## src/rtl/ldst_pkg.sv

```systemverilog
package ldst_pkg;
  localparam logic [1:0] SZ_B = 2'd0;
  localparam logic [1:0] SZ_H = 2'd1;
  localparam logic [1:0] SZ_W = 2'd2;

  typedef enum logic [1:0] {
    TR_IDLE   = 2'b00,
    TR_NONSEQ = 2'b10
  } trans_e;
endpackage

```

## src/rtl/ldst_agu.sv

```systemverilog
module ldst_agu #(
  parameter int AW = 32
) (
  input  logic [AW-1:0] base_i,
  input  logic [AW-1:0] index_i,
  input  logic [AW-1:0] imm_i,
  input  logic          use_index_i,
  output logic [AW-1:0] addr_o
);
  logic [AW-1:0] ofs;
  assign ofs    = use_index_i ? index_i : imm_i;
  assign addr_o = base_i + ofs;
endmodule

```

## src/rtl/ldst_dphase.sv

```systemverilog
module ldst_dphase #(
  parameter int DW = 32,
  parameter int RW = 4
) (
  input  logic          clk_i,
  input  logic          rst_ni,
  input  logic          adv_i,
  input  logic          issue_i,
  input  logic          write_i,
  input  logic [1:0]    size_i,
  input  logic          sgn_i,
  input  logic [1:0]    alo_i,
  input  logic [RW-1:0] rd_i,
  input  logic [DW-1:0] wdata_i,
  output logic          pend_o,
  output logic          write_o,
  output logic [1:0]    size_o,
  output logic          sgn_o,
  output logic [1:0]    alo_o,
  output logic [RW-1:0] rd_o,
  output logic [DW-1:0] wdata_o
);
  // record only moves when the bus accepts a new address phase
  always_ff @(posedge clk_i or negedge rst_ni) begin
    if (!rst_ni) begin
      pend_o  <= 1'b0;
      write_o <= 1'b0;
      size_o  <= 2'd0;
      sgn_o   <= 1'b0;
      alo_o   <= 2'd0;
      rd_o    <= '0;
      wdata_o <= '0;
    end else if (adv_i) begin
      pend_o <= issue_i;
      if (issue_i) begin
        write_o <= write_i;
        size_o  <= size_i;
        sgn_o   <= sgn_i;
        alo_o   <= alo_i;
        rd_o    <= rd_i;
        wdata_o <= wdata_i;
      end
    end
  end
endmodule

```

## src/rtl/ldst_ldext.sv

```systemverilog
module ldst_ldext
  import ldst_pkg::*;
#(
  parameter int DW = 32
) (
  input  logic [DW-1:0] rdata_i,
  input  logic [1:0]    alo_i,
  input  logic [1:0]    size_i,
  input  logic          sgn_i,
  output logic [DW-1:0] data_o
);
  logic [DW-1:0] sh;
  assign sh = rdata_i >> {alo_i, 3'b000};

  always_comb begin
    unique case (size_i)
      SZ_B:    data_o = {{(DW-8){sgn_i & sh[7]}}, sh[7:0]};
      SZ_H:    data_o = {{(DW-16){sgn_i & sh[15]}}, sh[15:0]};
      default: data_o = rdata_i;
    endcase
  end
endmodule

```

## src/rtl/ldst_bus_unit.sv

```systemverilog
module ldst_bus_unit
  import ldst_pkg::*;
#(
  parameter int AW      = 32,
  parameter int DW      = 32,
  parameter int RW      = 4,
  parameter int WBUF_EN = 1
) (
  input  logic          clk_i,
  input  logic          rst_ni,
  input  logic          req_valid_i,
  input  logic          req_write_i,
  input  logic [1:0]    req_size_i,
  input  logic          req_signed_i,
  input  logic          req_use_index_i,
  input  logic [AW-1:0] req_base_i,
  input  logic [AW-1:0] req_index_i,
  input  logic [AW-1:0] req_imm_i,
  input  logic [DW-1:0] req_wdata_i,
  input  logic [RW-1:0] req_rd_i,
  output logic          stall_o,
  output logic          rf_we_o,
  output logic [RW-1:0] rf_waddr_o,
  output logic [DW-1:0] rf_wdata_o,
  output logic [AW-1:0] haddr_o,
  output logic [1:0]    htrans_o,
  output logic          hwrite_o,
  output logic [2:0]    hsize_o,
  output logic [DW-1:0] hwdata_o,
  input  logic [DW-1:0] hrdata_i,
  input  logic          hready_i
);
  localparam int NB = DW / 8;
  localparam int NH = DW / 16;

  logic [AW-1:0] ea;
  logic          issue;
  logic [DW-1:0] wrep;
  logic          dp_pend, dp_write, dp_sgn, dp_blocks;
  logic [1:0]    dp_size, dp_alo;
  logic [RW-1:0] dp_rd;
  logic [DW-1:0] dp_wdata;

  ldst_agu #(.AW(AW)) u_agu (
    .base_i      (req_base_i),
    .index_i     (req_index_i),
    .imm_i       (req_imm_i),
    .use_index_i (req_use_index_i),
    .addr_o      (ea)
  );

  // address phase is combinational from execute
  assign issue    = req_valid_i & hready_i;
  assign haddr_o  = req_valid_i ? ea : '0;
  assign htrans_o = req_valid_i ? TR_NONSEQ : TR_IDLE;
  assign hwrite_o = req_valid_i & req_write_i;
  assign hsize_o  = {1'b0, req_size_i};

  always_comb begin
    unique case (req_size_i)
      SZ_B:    wrep = {NB{req_wdata_i[7:0]}};
      SZ_H:    wrep = {NH{req_wdata_i[15:0]}};
      default: wrep = req_wdata_i;
    endcase
  end

  ldst_dphase #(.DW(DW), .RW(RW)) u_dp (
    .clk_i   (clk_i),
    .rst_ni  (rst_ni),
    .adv_i   (hready_i),
    .issue_i (issue),
    .write_i (req_write_i),
    .size_i  (req_size_i),
    .sgn_i   (req_signed_i),
    .alo_i   (ea[1:0]),
    .rd_i    (req_rd_i),
    .wdata_i (wrep),
    .pend_o  (dp_pend),
    .write_o (dp_write),
    .size_o  (dp_size),
    .sgn_o   (dp_sgn),
    .alo_o   (dp_alo),
    .rd_o    (dp_rd),
    .wdata_o (dp_wdata)
  );

  generate
    if (WBUF_EN != 0) begin : g_wbuf
      assign dp_blocks = dp_pend & ~dp_write;
    end else begin : g_nowbuf
      assign dp_blocks = dp_pend;
    end
  endgenerate

  // stall: request blocked by wait state, or open data phase not overlapped
  assign stall_o = (req_valid_i & ~hready_i) | (dp_blocks & ~issue);

  assign hwdata_o   = (dp_pend & dp_write) ? dp_wdata : '0;
  assign rf_we_o    = dp_pend & ~dp_write & hready_i;
  assign rf_waddr_o = dp_rd;

  ldst_ldext #(.DW(DW)) u_ext (
    .rdata_i (hrdata_i),
    .alo_i   (dp_alo),
    .size_i  (dp_size),
    .sgn_i   (dp_sgn),
    .data_o  (rf_wdata_o)
  );
endmodule

```

## config.mk

```make
export PLATFORM = sky130hd
export DESIGN_NAME = ldst_bus_unit
export DESIGN_NICKNAME = d
export VERILOG_FILES = /design/src/rtl/ldst_pkg.sv /design/src/rtl/ldst_agu.sv /design/src/rtl/ldst_dphase.sv /design/src/rtl/ldst_ldext.sv /design/src/rtl/ldst_bus_unit.sv
export SDC_FILE = /design/constraint.sdc
export NUM_CORES = 1
export LEC_CHECK = 0
export CORE_ASPECT_RATIO = 1.25
export CORE_MARGIN = 8
export CORE_UTILIZATION = 43
export DETAILED_ROUTE_END_ITERATION = 16
export PLACE_DENSITY = 0.88
export SETUP_SLACK_MARGIN = 0.5
export SYNTH_ARGS = -nofsm -noshare
export SYNTH_HDL_FRONTEND = slang
export SYNTH_SLANG_ARGS = --single-unit
```

## constraint.sdc

```tcl
create_clock -name clk_i -period 7.7 [get_ports clk_i]
set_input_delay 1.54 -clock clk_i [delete_from_list [all_inputs] [get_ports clk_i]]
set_output_delay 1.54 -clock clk_i [all_outputs]
set_load 0.03 [all_outputs]
```

==> impl_results.md, run 1 <==
- Max cap viols: 0
- Inserted Diodes: 0
- Slew Viols, Final: 0
- Yosys Warn Count: 0
- Row Count: 44
- CORE AREA: 11510 µm²
- CP Capture Type: primary output
- Crit share post-route: 89.27%
- Pin count of the biggest net entering global routing: 69
- Total track usage: 24.19%
- Cell Area, Synth: 5014 µm²
- Hold_ws: 0.4702 ns
- Initial DRC Count: 312
- Register area share after synthesis: 21.46%
- Hpwl dp: 16100 µm
- Share of post-route cells with drive strength above 1: 8.400%
- Io pins: 281
- CTS resizes: 0
- Initial Util: 43.57%
- Die Ht: 136.7 µm
- Critical path type: input port to primary output
- Most used DFF post-synth: dfrtp_1
- Drt drc: 0
- Final count of negative-setup-slack endpoints: 0
- Worst Tran Pin Value: 1.036 ns
- #FFs+latches synth: 43
- Die Span X: 112.6 µm
- Worst Skew: 0 ns
- Netlist cell types: 60
- Grt total ovfl: 0
- Setup ws final: 0.8261 ns
- Vias in the first global route: 5992
- Status: complete, no violations
- Synth async-reset ratio: 100.0%
- Final TNS setup: 0 ns
- H-tree Lvls: 2
- Crit path max fanout: 32
- Clock latency on the worst-skew pair: 0.27 ns
- P per Cell Area: 164.5 nW/µm²
- TritonRoute pass-1 iters: 4
- Total power: 1.302 mW
- Commonest non-fill, non-tap cell in the layout: clkdlybuf4s50_1
- Global-route wire length before repair: 29990 µm
- Die footprint: 15390 µm²
- Final Critical Period: 6.874 ns
- Number of synthesized flops with an enable pin: 0
- Final hold vios: 0
- Cells after Synth: 637
- Clk slew on worst S/H paths: 0.06 ns
- GP Congestion: 0.9527
- Worst min-delay path category: flip-flop to flip-flop
- CTS tree: yes
- Root Driver: clkbuf_16
- Routed WL: 19410 µm
- CP required: 6.16 ns
- Syn-to-layout area delta: 57.87%
- Worst EP arrival: 5.33 ns
- Wire per inst: 19.05 µm
- CTS buffer count: 5
- Slew headroom: 30.93%
- Detail Route Antenna Nets: 0
- Clock Sink Count: 43
- RSZ-0062 raised after global routing: false
- Most frequent cells in the layout: clkdlybuf4s50_1, nand2_1, o21ai_0
- Post-layout util: 68.79%
- Pre-CTS setup slack: 0.8286 ns
- Nets: 1085
- Initial antenna violation count: 0
- Setup bufs post-CTS: 0
- Max Root-Sink Buffers: 2
- Syn Area/Cell: 7.871 µm²
- Post-synth top area share: 21.46%
- Via Count: 5689
- Port bufs: 278
- Max Clk Rate: 145.5 MHz
- Leading post-synthesis cells by cell area: dfrtp_1, mux2_2, mux2i_1
- Hold-fix buffers, CTS: 0
- Via density: 5.583
- Startpoint types: input port
- Pleak: 3.477 nW
- Largest area contributor in the netlist: dfrtp_1
- VDD IR max: 0.00008440 V
## layer usage
metal / share of wire [%] / vias up / GRT usage [%]
met1: 39 / 2597 / 25.94
met2: 50 / 266 / 44.42
li1: - / 2771 / -
met5: 0 / - / 0
met3: 6.2 / 55 / 4.283
met4: 4.9 / 0 / 12.92
## kinds of logic (layout without fill, tap and decap cells)
| logic type | Yosys count | in the layout | share of synthesized area, % |
|---|---|---|---|
| simple gates | 227 | 227 | 21.26 |
| mux | 87 | 87 | 18.57 |
| xor+xnor | 17 | 17 | 2.970 |
| flops | 43 | 43 | 21.46 |
| buf+inv | 63 | 306 | 5.640 |
| other cells | 1 | 2 | 0.07480 |
| compound gates | 167 | 167 | 21.89 |
| fa+ha+maj | 32 | 32 | 8.136 |
## Yosys cell counts, types with 10 or more instances
library cell and count:
mux2_2 47, dfrtp_1 43, xor2_1 10, ha_1 31, mux2i_1 39, a21oi_1 45
and3_1 39, inv_1 14, o21ai_0 49, nand2_1 100, a21o_1 13, clkbuf_1 29
nor2_1 42
## area by class of cell
cell class	count	area [µm²]
fill	945	3591
inverter	17	63.81
timing repair buffer	281	2800
sequential	43	1076
clock inverter	2	12.51
clock buffer	6	128.9
multi-input combinational	532	3661
tap	138	172.7
## report_power, final
group          switching [mW]  internal [mW]
sequential             0.0416          0.258
clock                  0.0831          0.120
combinational           0.432          0.368
total                   0.557          0.745
## final timing paths
kind                                         startpoint  depth (start not counted)                           end  slack [ns]
max                                     req_use_index_i                         12                   haddr_o[29]        0.83
min                        u_dp.wdata_o[29]$_DFFE_PN0P_                          2  u_dp.wdata_o[29]$_DFFE_PN0P_        0.47
max reg2reg                  u_dp.size_o[1]$_DFFE_PN0P_                          1    u_dp.size_o[1]$_DFFE_PN0P_        6.32
min reg2reg                u_dp.wdata_o[29]$_DFFE_PN0P_                          2  u_dp.wdata_o[29]$_DFFE_PN0P_        0.47
max in group asynchronous                        rst_ni                          1  u_dp.wdata_o[28]$_DFFE_PN0P_        5.68
min in group asynchronous                        rst_ni                          1  u_dp.wdata_o[22]$_DFFE_PN0P_        1.42
## stage by stage
stage	instances	instance area (µm²)
after global placement	1011	7774
after floorplan	638	5017
final	1019	7915
after detailed placement	1011	7774
after global routing	1019	7915
after CTS	1019	7915
## worst max-delay path: stages
cell and delay, ns:
clkdlybuf4s50_1 0.46, buf_4 0.38, mux2_2 0.39, ha_1 0.37
a21oi_1 0.23, o21ai_1 0.18, a2111oi_4 0.32, nand3_2 0.17
and2_4 0.21, a41oi_2 0.18, mux2i_1 0.20, clkdlybuf4s50_1 0.69
## registers in the layout, summed over array words and instances (netlist names)
| register | count |
|---|---|
| u_dp.alo_o | 2 |
| u_dp.pend_o | 1 |
| u_dp.rd_o | 4 |
| u_dp.sgn_o | 1 |
| u_dp.size_o | 2 |
| u_dp.wdata_o | 32 |
| u_dp.write_o | 1 |
Power figures use the tool's default switching activity.
==> run 2: changes to the inputs <==
- CORE_UTILIZATION: 43 -> 40
- PLACE_DENSITY: 0.88 -> 0.83
- clock period: 7.7 -> 7.1 ns (I/O delays scaled with it)
==> run 2 against run 1 <==
Compared with the run above:
- global-route usage decreased by 1.1 points
- clock power is 8% higher
- hold slack is essentially flat
- die area grew 6.5%
- sequential power increased by 8.0%
- register-to-register slack got worse by 0.61 ns
- sequential share of layout area decreased by 0.064 points
- first-iteration DRC count fell by 12%
- combinational power grew 8.8%
- via count increased by 1.1%
- utilization shrank 3.7 points
- final cell count rose by 2.6%
==> impl_results.md, run 2 (synthesis results as in run 1) <==
- Drt drc: 0
- Hold-fix buffers, CTS: 0
- RSZ-0062 raised after global routing: false
- Clk slew on worst S/H paths: 0.06 ns
- Cells after DPL: 1039
- Nets: 1087
- GP Congestion: 0.9405
- Setup bufs post-CTS: 0
- Max Root-Sink Buffers: 2
- Setup ws final: 0.6405 ns
- Worst Tran Pin Value: 1.045 ns
- Post-layout util: 65.09%
- TritonRoute pass-1 iters: 7
- Crit path max-delay family: buffers and inverters
- Crit path cell chain: clkdlybuf4s50_1 > buf_4 > mux2_2 > ha_1 > and4_1 > nand3_1 > a21o_1 > a31oi_1 > a31oi_1 > xor2_1 > nor2_1 > clkdlybuf4s50_1
- CTS tree: yes
- Startpoint types: input port
- CP peak stage delay: 0.70 ns
- H-tree Lvls: 2
- CP Capture Type: primary output
- Final Critical Period: 6.460 ns
- Critical Path Slowest Stage Cell: clkdlybuf4s50_1
- Final Instance Area: 7953 µm²
- Status: complete, no violations
- R2r worst-path depth: 1
- Syn-to-layout area delta: 58.62%
- CTS buffer count: 5
- Vias in the first global route: 5785
- Regs by FF count: u_dp.wdata_o (32), u_dp.rd_o (4)
- Worst Skew: 0 ns
- Final count of negative-setup-slack endpoints: 0
- Hpwl dp: 16430 µm
- Inserted Diodes: 0
- Critical path type: input port to primary output
- CP Buf/Inv Count: 3
- Via density: 5.499
- P per Cell Area: 177.6 nW/µm²
- Final hold vios: 0
- Max cap viols: 0
- Worst EP arrival: 5.04 ns
- Pin count of the biggest net entering global routing: 69
- Slew headroom: 30.30%
- Root Driver: clkbuf_16
- Die Ht: 141.2 µm
- Detail Route Antenna Nets: 0
- Routed WL: 19920 µm
- Die footprint: 16390 µm²
- Register with the most flip-flops: u_dp.wdata_o
- Hold Path Cell Cnt: 2
- Grt total ovfl: 0
- Final TNS setup: 0 ns
- Global-route wire length before repair: 30210 µm
- Met1 wire length: 7285 µm
- Commonest non-fill, non-tap cell in the layout: clkdlybuf4s50_1
- Pre-CTS setup slack: 0.6919 ns
- Met2 WL: 10130 µm
- Via Count: 5752
- Crit path max fanout: 22
- Initial DRC Count: 276
- Total track usage: 23.08%
- Clock latency on the worst-skew pair: 0.27 ns
- Max FFs per register: 32
- Final Non-Filler Cells: 1046
- Crit share post-route: 90.98%
- Io pins: 281
- Max layer used: met5
- Port bufs: 278
- Wire per inst: 19.05 µm
- Die Span X: 116.1 µm
- Clock Sink Count: 43
- CORE AREA: 12220 µm²
- VDD IR max: 0.0001058 V
- CTS resizes: 0
- CP required: 5.68 ns
- Area post-placement: 7809 µm²
- Pleak: 3.535 nW
- Metal3 WL: 1813 µm
- Max Clk Rate: 154.8 MHz
- Share of post-route cells with drive strength above 1: 9.751%
- Critical Path Stages: 12
- Layout filler cell count: 1061
- Initial antenna violation count: 1
- Most frequent cells in the layout: clkdlybuf4s50_1, nand2_1, o21ai_0
- Initial Util: 41.03%
- Worst min-delay path category: flip-flop to flip-flop
- Slew Viols, Final: 0
- Row Count: 45
[run 2: worst paths after layout]
check                      slack, ns                            to                          from
max in group asynchronous       5.20      u_dp.rd_o[1]$_DFFE_PN0P_                        rst_ni
min reg2reg                     0.47  u_dp.wdata_o[23]$_DFFE_PN0P_  u_dp.wdata_o[23]$_DFFE_PN0P_
max reg2reg                     5.71    u_dp.size_o[1]$_DFFE_PN0P_    u_dp.size_o[1]$_DFFE_PN0P_
min                             0.47  u_dp.wdata_o[23]$_DFFE_PN0P_  u_dp.wdata_o[23]$_DFFE_PN0P_
max                             0.64                   haddr_o[17]               req_use_index_i
min in group asynchronous       1.29  u_dp.wdata_o[19]$_DFFE_PN0P_                        rst_ni
[run 2: cell type report]
cell class	count	area (µm²)	share of cell area, %
inverter	17	63.81	0.8024
tap	164	205.2	2.580
clock buffer	5	125.1	1.573
multi-input combinational	532	3661	46.04
clock inverter	2	13.76	0.1731
sequential	43	1076	13.53
timing repair buffer	283	2808	35.31
[run 2: metal layers]
metal / global-route usage, % / vias up
li1: - / 2770
met1: 24.86 / 2636
met2: 42.06 / 301
met3: 5.214 / 43
met4: 9.103 / 2
met5: 0 / -
[run 2: metrics by stage]
| step | power, mW | hold WS (ns) |
|---|---|---|
| CTS | 1.419 | 0.4770 |
| global placement | 1.186 | 0.4540 |
| detailed placement | 1.195 | 0.4635 |
| finish | 1.412 | 0.4699 |
| floorplan | 0.8374 | 0.4429 |
| global route | 1.494 | 0.4931 |
[run 2: power by group]
part | internal, mW | leakage (nW) | switching, mW
clock network | 0.128 | 0.0696 | 0.0906
registers | 0.280 | 0.522 | 0.0446
logic | 0.398 | 2.94 | 0.471
total | 0.806 | 3.54 | 0.606
